**src/rtl/swm_pkg.sv**
```systemverilog
// Package: shared constants and the switch-to-side-pair mapping.
// Assumes sides are numbered N=0, E=1, S=2, W=3.
package swm_pkg;
    localparam int unsigned NUM_SIDES = 4;
    localparam int unsigned NUM_PAIRS = NUM_SIDES * (NUM_SIDES - 1) / 2;

    typedef enum logic [1:0] {
        SIDE_N = 2'd0,
        SIDE_E = 2'd1,
        SIDE_S = 2'd2,
        SIDE_W = 2'd3
    } side_e;

    // Lower-numbered side of switch p (order N-E, N-S, N-W, E-S, E-W, S-W).
    function automatic int unsigned pair_lo(input int unsigned p);
        case (p)
            0, 1, 2: pair_lo = 0;
            3, 4:    pair_lo = 1;
            default: pair_lo = 2;
        endcase
    endfunction

    // Higher-numbered side of switch p.
    function automatic int unsigned pair_hi(input int unsigned p);
        case (p)
            0:       pair_hi = 1;
            1, 3:    pair_hi = 2;
            default: pair_hi = 3;
        endcase
    endfunction
endpackage

```
**src/rtl/swm_ctx_reg.sv**
```systemverilog
// Context register: holds the switch configuration word.
// Loads the whole word at once on cfg_load. Synchronous active-low reset clears it.
module swm_ctx_reg #(
    parameter int unsigned CTX_W = 48
) (
    input  logic             clk,
    input  logic             rst_n,
    input  logic             load,
    input  logic [CTX_W-1:0] d,
    output logic [CTX_W-1:0] q
);
    // Capture the context on load; reset has priority.
    always_ff @(posedge clk) begin
        if (!rst_n)
            q <= '0;
        else if (load)
            q <= d;
    end

    // reset empties the context.
    p_reset_clears_r1: assert property (@(posedge clk)
        !rst_n |=> (q == '0));

    // a load captures the word presented at the strobe edge.
    p_load_captures_r2: assert property (@(posedge clk) disable iff (!rst_n)
        load |=> (q == $past(d)));

    // without a load the context holds.
    p_hold_without_load_r2: assert property (@(posedge clk) disable iff (!rst_n)
        !load |=> $stable(q));
endmodule

```
**src/rtl/swm_net_closure.sv**
```systemverilog
// Net closure: turns the closed switches of one wire index into a
// reachability matrix over the four sides. Purely combinational.
// reach[a*NUM_SIDES+b] is 1 when side a and side b share a net.
// The diagonal is always 1.
module swm_net_closure
    import swm_pkg::*;
(
    input  logic [NUM_PAIRS-1:0]           link,
    output logic [NUM_SIDES*NUM_SIDES-1:0] reach
);
    // Build the adjacency from the switches, then apply a Warshall closure.
    always_comb begin
        logic [NUM_SIDES-1:0] r [NUM_SIDES];
        for (int a = 0; a < NUM_SIDES; a++) begin
            r[a] = '0;
            r[a][a] = 1'b1;
        end
        for (int p = 0; p < NUM_PAIRS; p++) begin
            if (link[p]) begin
                r[pair_lo(p)][pair_hi(p)] = 1'b1;
                r[pair_hi(p)][pair_lo(p)] = 1'b1;
            end
        end
        for (int k = 0; k < NUM_SIDES; k++)
            for (int a = 0; a < NUM_SIDES; a++)
                for (int b = 0; b < NUM_SIDES; b++)
                    r[a][b] = r[a][b] | (r[a][k] & r[k][b]);
        for (int a = 0; a < NUM_SIDES; a++)
            for (int b = 0; b < NUM_SIDES; b++)
                reach[a*NUM_SIDES+b] = r[a][b];
    end
endmodule

```
**src/rtl/swm_resolver.sv**
```systemverilog
// Direction resolver for one wire index.
// Given the reachability matrix and the terminal drive flags, it drives each
// undriven terminal that shares a net with a driver, using the net value
// (the OR of the drivers). It flags disagreeing drivers on a shared net.
module swm_resolver
    import swm_pkg::*;
(
    input  logic [NUM_SIDES*NUM_SIDES-1:0] reach,
    input  logic [NUM_SIDES-1:0]           t_in,
    input  logic [NUM_SIDES-1:0]           t_drv,
    output logic [NUM_SIDES-1:0]           t_out,
    output logic [NUM_SIDES-1:0]           t_oe,
    output logic                           conflict
);
    // Net value and source presence for each terminal.
    always_comb begin
        for (int k = 0; k < NUM_SIDES; k++) begin
            logic val;
            logic src;
            val = 1'b0;
            src = 1'b0;
            for (int j = 0; j < NUM_SIDES; j++) begin
                val = val | (reach[k*NUM_SIDES+j] & t_drv[j] & t_in[j]);
                src = src | (reach[k*NUM_SIDES+j] & t_drv[j]);
            end
            t_out[k] = val;
            t_oe[k]  = src & ~t_drv[k];
        end
    end

    // Conflict: two connected drivers with different values.
    always_comb begin
        conflict = 1'b0;
        for (int j = 0; j < NUM_SIDES; j++)
            for (int k = j + 1; k < NUM_SIDES; k++)
                conflict = conflict | (reach[j*NUM_SIDES+k] & t_drv[j] &
                                       t_drv[k] & (t_in[j] ^ t_in[k]));
    end
endmodule

```
**src/rtl/switch_matrix4.sv**
```systemverilog
// Four-sided programmable switch matrix.
// Holds a 6*WIRES-bit context. For each wire index it builds the nets and
// resolves drive directions. Context bit 6*i+p closes switch p of index i.
// Assumes the drive flags tell which terminals are driven from outside.
module switch_matrix4
    import swm_pkg::*;
#(
    parameter int unsigned WIRES = 8,
    localparam int unsigned CTX_W = WIRES * NUM_PAIRS
) (
    input  logic             clk,
    input  logic             rst_n,
    input  logic             cfg_load,
    input  logic [CTX_W-1:0] cfg_in,
    input  logic [WIRES-1:0] n_in,
    input  logic [WIRES-1:0] n_drv,
    output logic [WIRES-1:0] n_out,
    output logic [WIRES-1:0] n_oe,
    input  logic [WIRES-1:0] e_in,
    input  logic [WIRES-1:0] e_drv,
    output logic [WIRES-1:0] e_out,
    output logic [WIRES-1:0] e_oe,
    input  logic [WIRES-1:0] s_in,
    input  logic [WIRES-1:0] s_drv,
    output logic [WIRES-1:0] s_out,
    output logic [WIRES-1:0] s_oe,
    input  logic [WIRES-1:0] w_in,
    input  logic [WIRES-1:0] w_drv,
    output logic [WIRES-1:0] w_out,
    output logic [WIRES-1:0] w_oe,
    output logic [WIRES-1:0] conflict
);
    logic [CTX_W-1:0] ctx_q;

    swm_ctx_reg #(.CTX_W(CTX_W)) i_ctx (
        .clk  (clk),
        .rst_n(rst_n),
        .load (cfg_load),
        .d    (cfg_in),
        .q    (ctx_q)
    );

    for (genvar w = 0; w < WIRES; w++) begin : g_wire
        logic [NUM_SIDES*NUM_SIDES-1:0] reach;
        logic [NUM_SIDES-1:0]           t_in;
        logic [NUM_SIDES-1:0]           t_drv;
        logic [NUM_SIDES-1:0]           t_out;
        logic [NUM_SIDES-1:0]           t_oe;

        // Gather this index's terminals in side order N, E, S, W.
        assign t_in  = {w_in[w],  s_in[w],  e_in[w],  n_in[w]};
        assign t_drv = {w_drv[w], s_drv[w], e_drv[w], n_drv[w]};

        swm_net_closure i_closure (
            .link (ctx_q[w*NUM_PAIRS +: NUM_PAIRS]),
            .reach(reach)
        );

        swm_resolver i_resolver (
            .reach   (reach),
            .t_in    (t_in),
            .t_drv   (t_drv),
            .t_out   (t_out),
            .t_oe    (t_oe),
            .conflict(conflict[w])
        );

        // Scatter the resolved drives back onto the side ports.
        assign n_out[w] = t_out[SIDE_N];
        assign e_out[w] = t_out[SIDE_E];
        assign s_out[w] = t_out[SIDE_S];
        assign w_out[w] = t_out[SIDE_W];
        assign n_oe[w]  = t_oe[SIDE_N];
        assign e_oe[w]  = t_oe[SIDE_E];
        assign s_oe[w]  = t_oe[SIDE_S];
        assign w_oe[w]  = t_oe[SIDE_W];

        // a driven terminal is never driven back.
        p_no_drive_back_r6: assert property (@(posedge clk) disable iff (!rst_n)
            (t_oe & t_drv) == '0);

        // any output enable needs an external source at this index.
        p_oe_needs_source_r4: assert property (@(posedge clk) disable iff (!rst_n)
            (|t_oe) |-> (|t_drv));

        // a conflict needs at least two drivers.
        p_conflict_two_drivers_r7: assert property (@(posedge clk) disable iff (!rst_n)
            conflict[w] |-> ($countones(t_drv) >= 2));

        // the nets are symmetric, so every switch works both ways.
        p_symmetric_nets_r9: assert property (@(posedge clk) disable iff (!rst_n)
            (reach[SIDE_N*NUM_SIDES+SIDE_S] == reach[SIDE_S*NUM_SIDES+SIDE_N]) &&
            (reach[SIDE_E*NUM_SIDES+SIDE_W] == reach[SIDE_W*NUM_SIDES+SIDE_E]));
    end

    // an empty context drives nothing.
    p_empty_quiet_r10: assert property (@(posedge clk) disable iff (!rst_n)
        (ctx_q == '0) |-> ((n_oe | e_oe | s_oe | w_oe) == '0));
endmodule

```
**config.mk**
```make
export PLATFORM = sky130hd
export DESIGN_NAME = switch_matrix4
export DESIGN_NICKNAME = d
export VERILOG_FILES = /design/src/rtl/swm_pkg.sv /design/src/rtl/swm_ctx_reg.sv /design/src/rtl/swm_net_closure.sv /design/src/rtl/swm_resolver.sv /design/src/rtl/switch_matrix4.sv
export SDC_FILE = /design/constraint.sdc
export NUM_CORES = 1
export LEC_CHECK = 0
export BUFFER_PORTS_ARGS = -buffer_cell sky130_fd_sc_hd__buf_2
export CAP_MARGIN = 30
export CORE_MARGIN = 3
export CORE_UTILIZATION = 31
export CTS_BUF_LIST = sky130_fd_sc_hd__clkbuf_2
export CTS_CLUSTER_SIZE = 14
export DETAILED_ROUTE_END_ITERATION = 16
export PLACE_DENSITY_LB_ADDON = 0.08
export RECOVER_POWER = 25
export SLEW_MARGIN = 30
export SYNTH_ARGS = -nofsm -noshare
export SYNTH_HDL_FRONTEND = slang
export SYNTH_SLANG_ARGS = --single-unit
```
**constraint.sdc**
```tcl
create_clock -name clk -period 1.6 [get_ports clk]
set_input_delay 0.08 -clock clk [delete_from_list [all_inputs] [get_ports clk]]
set_output_delay 0.08 -clock clk [all_outputs]
set_load 0.005 [all_outputs]
```
==> PnR_summary.wiki <==
{| class="wikitable"
! Metric !! Value
|-
| Number of buffers created by CTS || 5
|-
| Worst-case reg-to-reg path depth || 4
|-
| VDD IR-drop max || between 0.3 and 0.4 mV
|-
| Tightest hold margin || 0.0580 ns
|-
| Met2 layer wire length in the routed design || slightly above 10,000 microns
|-
| Final-report hold violation count || 0
|-
| Netlist cell types || 57
|-
| Crit path from || i_ctx.q[44]
|-
| Clock latency on the worst-skew pair || ~0.42 ns
|-
| Logic pwr share || 0.491
|-
| Avg Synthesized Cell Area || approximately 7 sq um
|-
| Gr ovfl total || 0
|-
| Level count of the clock H-tree || 2
|-
| Count of boundary I/O pins || 187
|-
| Routed met1 length || between 8000 and 9000 microns
|-
| Violated checks || setup timing
|-
| Slew at the pin closest to its max-slew limit || about 0.39 ns
|-
| FF+latch area || approximately 1100 sq um
|-
| Effective utilization at floorplan || 0.323
|-
| Die X-Extent || 139 microns
|-
| Pin count of the biggest net entering global routing || 49
|-
| Clock input transition at the sequential cells of the worst setup and hold paths || between 0.2 and 0.3 ns
|-
| Root cell of the clock tree || sky130_fd_sc_hd__clkbuf_2
|-
| Final ANT Viol Nets || 0
|-
| Vias || approximately 7,100
|-
| PnR worst setup slack || -0.574 ns
|-
| Static power due to leakage || around 0.004 uW
|-
| Post-Layout Inst Area || 9010 sq um
|-
| Post-Place Cell Area || 6790 sq um
|-
| Number of nets at the end of the flow || between 1,000 and 1,500
|-
| CTS Buffer Depth || 2
|-
| Share of power burned in registers || 0.318
|-
| Critical path launch point type || register
|-
| EDFF count, synth || 0
|-
| Multiplexer share of the synthesized area || 0.0881
|-
| Required time of the critical path || 1.52 ns
|-
| Share of the synthesized area in compound gates (AO/OA/AOI/OAI) || 0.316
|-
| Sink count of the clock tree || between 40 and 50
|-
| Number of standard-cell rows in the floorplan || 47
|-
| Post-route clock period utilization || 1.36
|-
| Worst path max stage delay || 0.43 ns
|-
| Wirelength, routed || 20,400 microns
|-
| Number of register bits inferred by synthesis || 48
|-
| Post-synthesis sequential area ratio || 0.176
|-
| Combined area of the multi-input logic cells || between 4000 and 5000 sq um
|-
| Area of the die || between 15,000 and 20,000 sq um
|-
| Hold Crit Start || rst_n
|-
| Category of the critical setup timing path || register to output port
|-
| Area grow syn2layout || 65.1%
|-
| Proportion of synthesized flip-flops having asynchronous set or reset || 0
|-
| Flip-flop count of the largest register, all copies and words added || 48
|-
| Global-route wire length before repair || between 30,000 and 40,000 microns
|-
| Initial antenna violation count || 1
|-
| Starting DRC count in detailed routing || about 500
|-
| Endpoint type of the worst setup path || output port
|-
| Clock period minus worst slack || roughly 2.2 ns
|-
| Largest reg by FF count || i_ctx.q
|-
| Combined global-route utilization of all metal layers || 0.192
|-
| Share of total power consumed by net switching || 0.368
|-
| Area fraction of the dominant cell type after synthesis || 0.176
|-
| HPWL Detailed || 13,600 microns
|-
| Routability congestion estimate from global placement || slightly below 0.9
|-
| Final-report setup violation count || 72
|-
| Met3 wirelength from detailed routing || 1110 microns
|-
| Setup slack after placement || -0.149 ns
|-
| Maximum achievable frequency || between 0.4 and 0.5 GHz
|-
| Worst clock skew || 0 ns
|-
| Cell type with the highest aggregate area in the netlist || sky130_fd_sc_hd__dfxtp_1
|-
| Fillcell total || approximately 1,500
|-
| CP max stage cell || sky130_fd_sc_hd__dfxtp_4
|-
| Worst path arrival time || 2.09 ns
|-
| Largest fanout on the critical path || 6
|-
| Highest signal layer in the routed design || met4
|-
| Worst reg2reg startpoint || i_ctx.q[23]
|-
| Vias in the first global route || a little under 7,000
|-
| Proportion of power drawn by the clock network || 0.191
|-
| Detail-routed net length per standard cell || around 16 microns
|-
| Main area contributors after synthesis || sky130_fd_sc_hd__dfxtp_1 18%, sky130_fd_sc_hd__mux2i_1 8.8%, sky130_fd_sc_hd__nand3_1 8.3%
|-
| Dominant combinational cell family by area after synthesis || compound AO/OA/AOI/OAI gates
|-
| Yosys synthesis warning count || 0
|-
| Total iterations of the first detailed-routing run || 9
|-
| Xor and xnor fraction of the mapped netlist area || 0.0642
|-
| Internal power contribution || roughly 2800 uW
|-
| Share of layout cells above drive strength 1 || 0.512
|-
| Max-cap violations || 0
|-
| Via/cell ratio || between 5 and 6
|-
| Die height || 139 microns
|-
| Post-synth net total || between 800 and 900
|-
| Post-Syn Instances || 763
|-
| Post-synthesis share of cell area spent on full adders, half adders and majority gates || 0
|-
| RSZ-0062 raised after global routing || yes
|-
| Max-slew violation count || 0
|-
| Main flop type after synthesis || sky130_fd_sc_hd__dfxtp_1
|-
| Tightest slew margin relative to the limit || 0.741
|-
| Switch Pwr || around 1600 uW
|-
| Registers with the highest flip-flop counts || i_ctx.q: 48 flops
|-
| Worst min-delay path category || input port to register
|-
| Number of input and output port buffers inserted || about 190
|-
| # DRC || 0
|-
| Critical path cell sequence || o21a_1 > o2bb2a_4 > or2_4 > a222oi_1 > nor2_1 > buf_2
|-
| Total core area || roughly 17,000 sq um
|-
| TritonCTS clock tree || yes
|-
| Hold path depth || 2
|-
| Result of the run || complete, but fails checks
|-
| Areal power density over the cells || approximately 490 nW/um^2
|-
| Simple logic cell fraction of the synthesized area || 0.257
|-
| Summed instance area of the synthesized netlist || between 5000 and 6000 sq um
|}
==> final timing paths <==
check	end	slack, ns
hold reg to reg	i_ctx.q[44]	0.60
setup reg to reg	i_ctx.q[23]	0.66
setup / recovery	s_oe[7]	-0.57
hold / removal	i_ctx.q[27]	0.06
==> area by class of cell <==
cell class                 count  area share
inverter                      22     0.00917
clock buffer                   5     0.00278
clock inverter                 3     0.00764
multi-input combinational    588       0.539
tap                          220      0.0306
antenna                        1    0.000278
timing repair buffer         368       0.289
sequential                    48       0.121
==> synthesized netlist by cell type, types with 3 or more instances <==
cell / instances
sky130_fd_sc_hd__nand3_1: 90
sky130_fd_sc_hd__clkbuf_1: 68
sky130_fd_sc_hd__nor2_1: 55
sky130_fd_sc_hd__nor2b_1: 51
sky130_fd_sc_hd__dfxtp_1: 48
sky130_fd_sc_hd__mux2i_1: 48
sky130_fd_sc_hd__a32oi_1: 35
sky130_fd_sc_hd__xor2_1: 35
sky130_fd_sc_hd__nand2_1: 30
sky130_fd_sc_hd__o21ai_0: 30
sky130_fd_sc_hd__o22ai_1: 27
sky130_fd_sc_hd__a222oi_1: 23
sky130_fd_sc_hd__inv_1: 22
sky130_fd_sc_hd__a22oi_1: 20
sky130_fd_sc_hd__o21a_1: 19
sky130_fd_sc_hd__buf_1: 16
sky130_fd_sc_hd__a21oi_1: 13
sky130_fd_sc_hd__nand4_1: 13
sky130_fd_sc_hd__o22a_1: 10
sky130_fd_sc_hd__and3_1: 9
sky130_fd_sc_hd__buf_2: 9
sky130_fd_sc_hd__buf_4: 9
sky130_fd_sc_hd__or2_2: 9
sky130_fd_sc_hd__nand2b_1: 8
sky130_fd_sc_hd__a31oi_1: 6
sky130_fd_sc_hd__xnor2_1: 5
sky130_fd_sc_hd__a2bb2oi_1: 4
sky130_fd_sc_hd__o21ai_1: 4
sky130_fd_sc_hd__o21bai_1: 4
sky130_fd_sc_hd__a21boi_0: 3
sky130_fd_sc_hd__o2bb2ai_1: 3
sky130_fd_sc_hd__o311ai_0: 3
==> cells by family (layout without fill, tap and decap cells) <==
family,after synthesis,count (layout)
flip-flops,48,48
other,0,1
buffers and inverters,127,398
XOR/XNOR,40,40
AO/OA/AOI/OAI,226,226
AND/OR/NAND/NOR,274,274
multiplexers,48,48
==> stage by stage <==
stage               std cells  setup TNS, ns  total power [uW]  utilization
global route             1255         -39.68              4720        0.534
global placement         1135         -0.220              2980        0.403
finish                   1255         -28.20              4430        0.534
detailed placement       1135         -0.546              3010        0.403
CTS                      1234         -27.79              4290        0.506
floorplan                 763        -0.0230              2400            -
==> power groups by stage <==
stage	Sequential, uW	Clock (uW)	Combinational, uW
6_report	1410	846	2180
5_1_grt	1430	942	2350
4_1_cts	1400	881	2000
3_5_place_dp	1430	0	1580
3_3_place_gp	1420	0	1570
2_1_floorplan	1340	0	1060
==> per-layer routing <==
metal / vias to the layer above / track usage
li1: 3394 / -
met1: 3384 / 0.247
met2: 282 / 0.349
met3: 23 / 0.0231
met4: 0 / 0.0376
met5: - / 0
==> worst max-delay path, delay by kind of cell, from the launching register on <==
family          cells  cell delay (ns)
flops               1             0.43
buf+inv             1             0.13
compound gates      3             0.79
simple gates        2             0.30
==> cell usage in the layout (no fill, tap or decap), types with 5 or more instances in the layout <==
cell type	Yosys	layout
sky130_fd_sc_hd__nand3_2	0	24
sky130_fd_sc_hd__dfxtp_4	0	34
sky130_fd_sc_hd__a32oi_1	35	24
sky130_fd_sc_hd__nand2_2	0	6
sky130_fd_sc_hd__o21ai_4	0	5
sky130_fd_sc_hd__nor2_1	55	41
sky130_fd_sc_hd__o21a_1	19	17
sky130_fd_sc_hd__o22ai_2	2	15
sky130_fd_sc_hd__dlygate4sd3_1	0	48
sky130_fd_sc_hd__o21ai_2	0	14
sky130_fd_sc_hd__o21ai_1	4	15
sky130_fd_sc_hd__dfxtp_1	48	11
sky130_fd_sc_hd__or2_4	0	10
sky130_fd_sc_hd__nor2b_1	51	51
sky130_fd_sc_hd__nor2_4	0	7
sky130_fd_sc_hd__and3_1	9	8
sky130_fd_sc_hd__mux2i_1	48	48
sky130_fd_sc_hd__o22a_1	10	8
sky130_fd_sc_hd__clkbuf_2	1	5
sky130_fd_sc_hd__inv_1	22	19
sky130_fd_sc_hd__o22ai_1	27	11
sky130_fd_sc_hd__a21oi_1	13	6
sky130_fd_sc_hd__buf_2	9	186
sky130_fd_sc_hd__nand2_1	30	23
sky130_fd_sc_hd__a222oi_1	23	23
sky130_fd_sc_hd__buf_6	2	44
sky130_fd_sc_hd__a22oi_2	2	20
sky130_fd_sc_hd__xnor2_1	5	5
sky130_fd_sc_hd__nand3_1	90	66
sky130_fd_sc_hd__xor2_1	35	35
sky130_fd_sc_hd__nand2b_1	8	7
sky130_fd_sc_hd__nor2_2	0	7
sky130_fd_sc_hd__buf_4	9	88
sky130_fd_sc_hd__nand4_1	13	13
sky130_fd_sc_hd__a21oi_2	0	7
sky130_fd_sc_hd__a32oi_2	1	12
==> repair_timing <==
action,in CTS,in global routing
endpoints found under the hold margin,48,0
gates resized for setup,271,71
setup endpoints to repair,72,72
pin swaps,139,88
hold buffers,48,0
buffers inserted,50,23
Power figures use the tool's default switching activity.
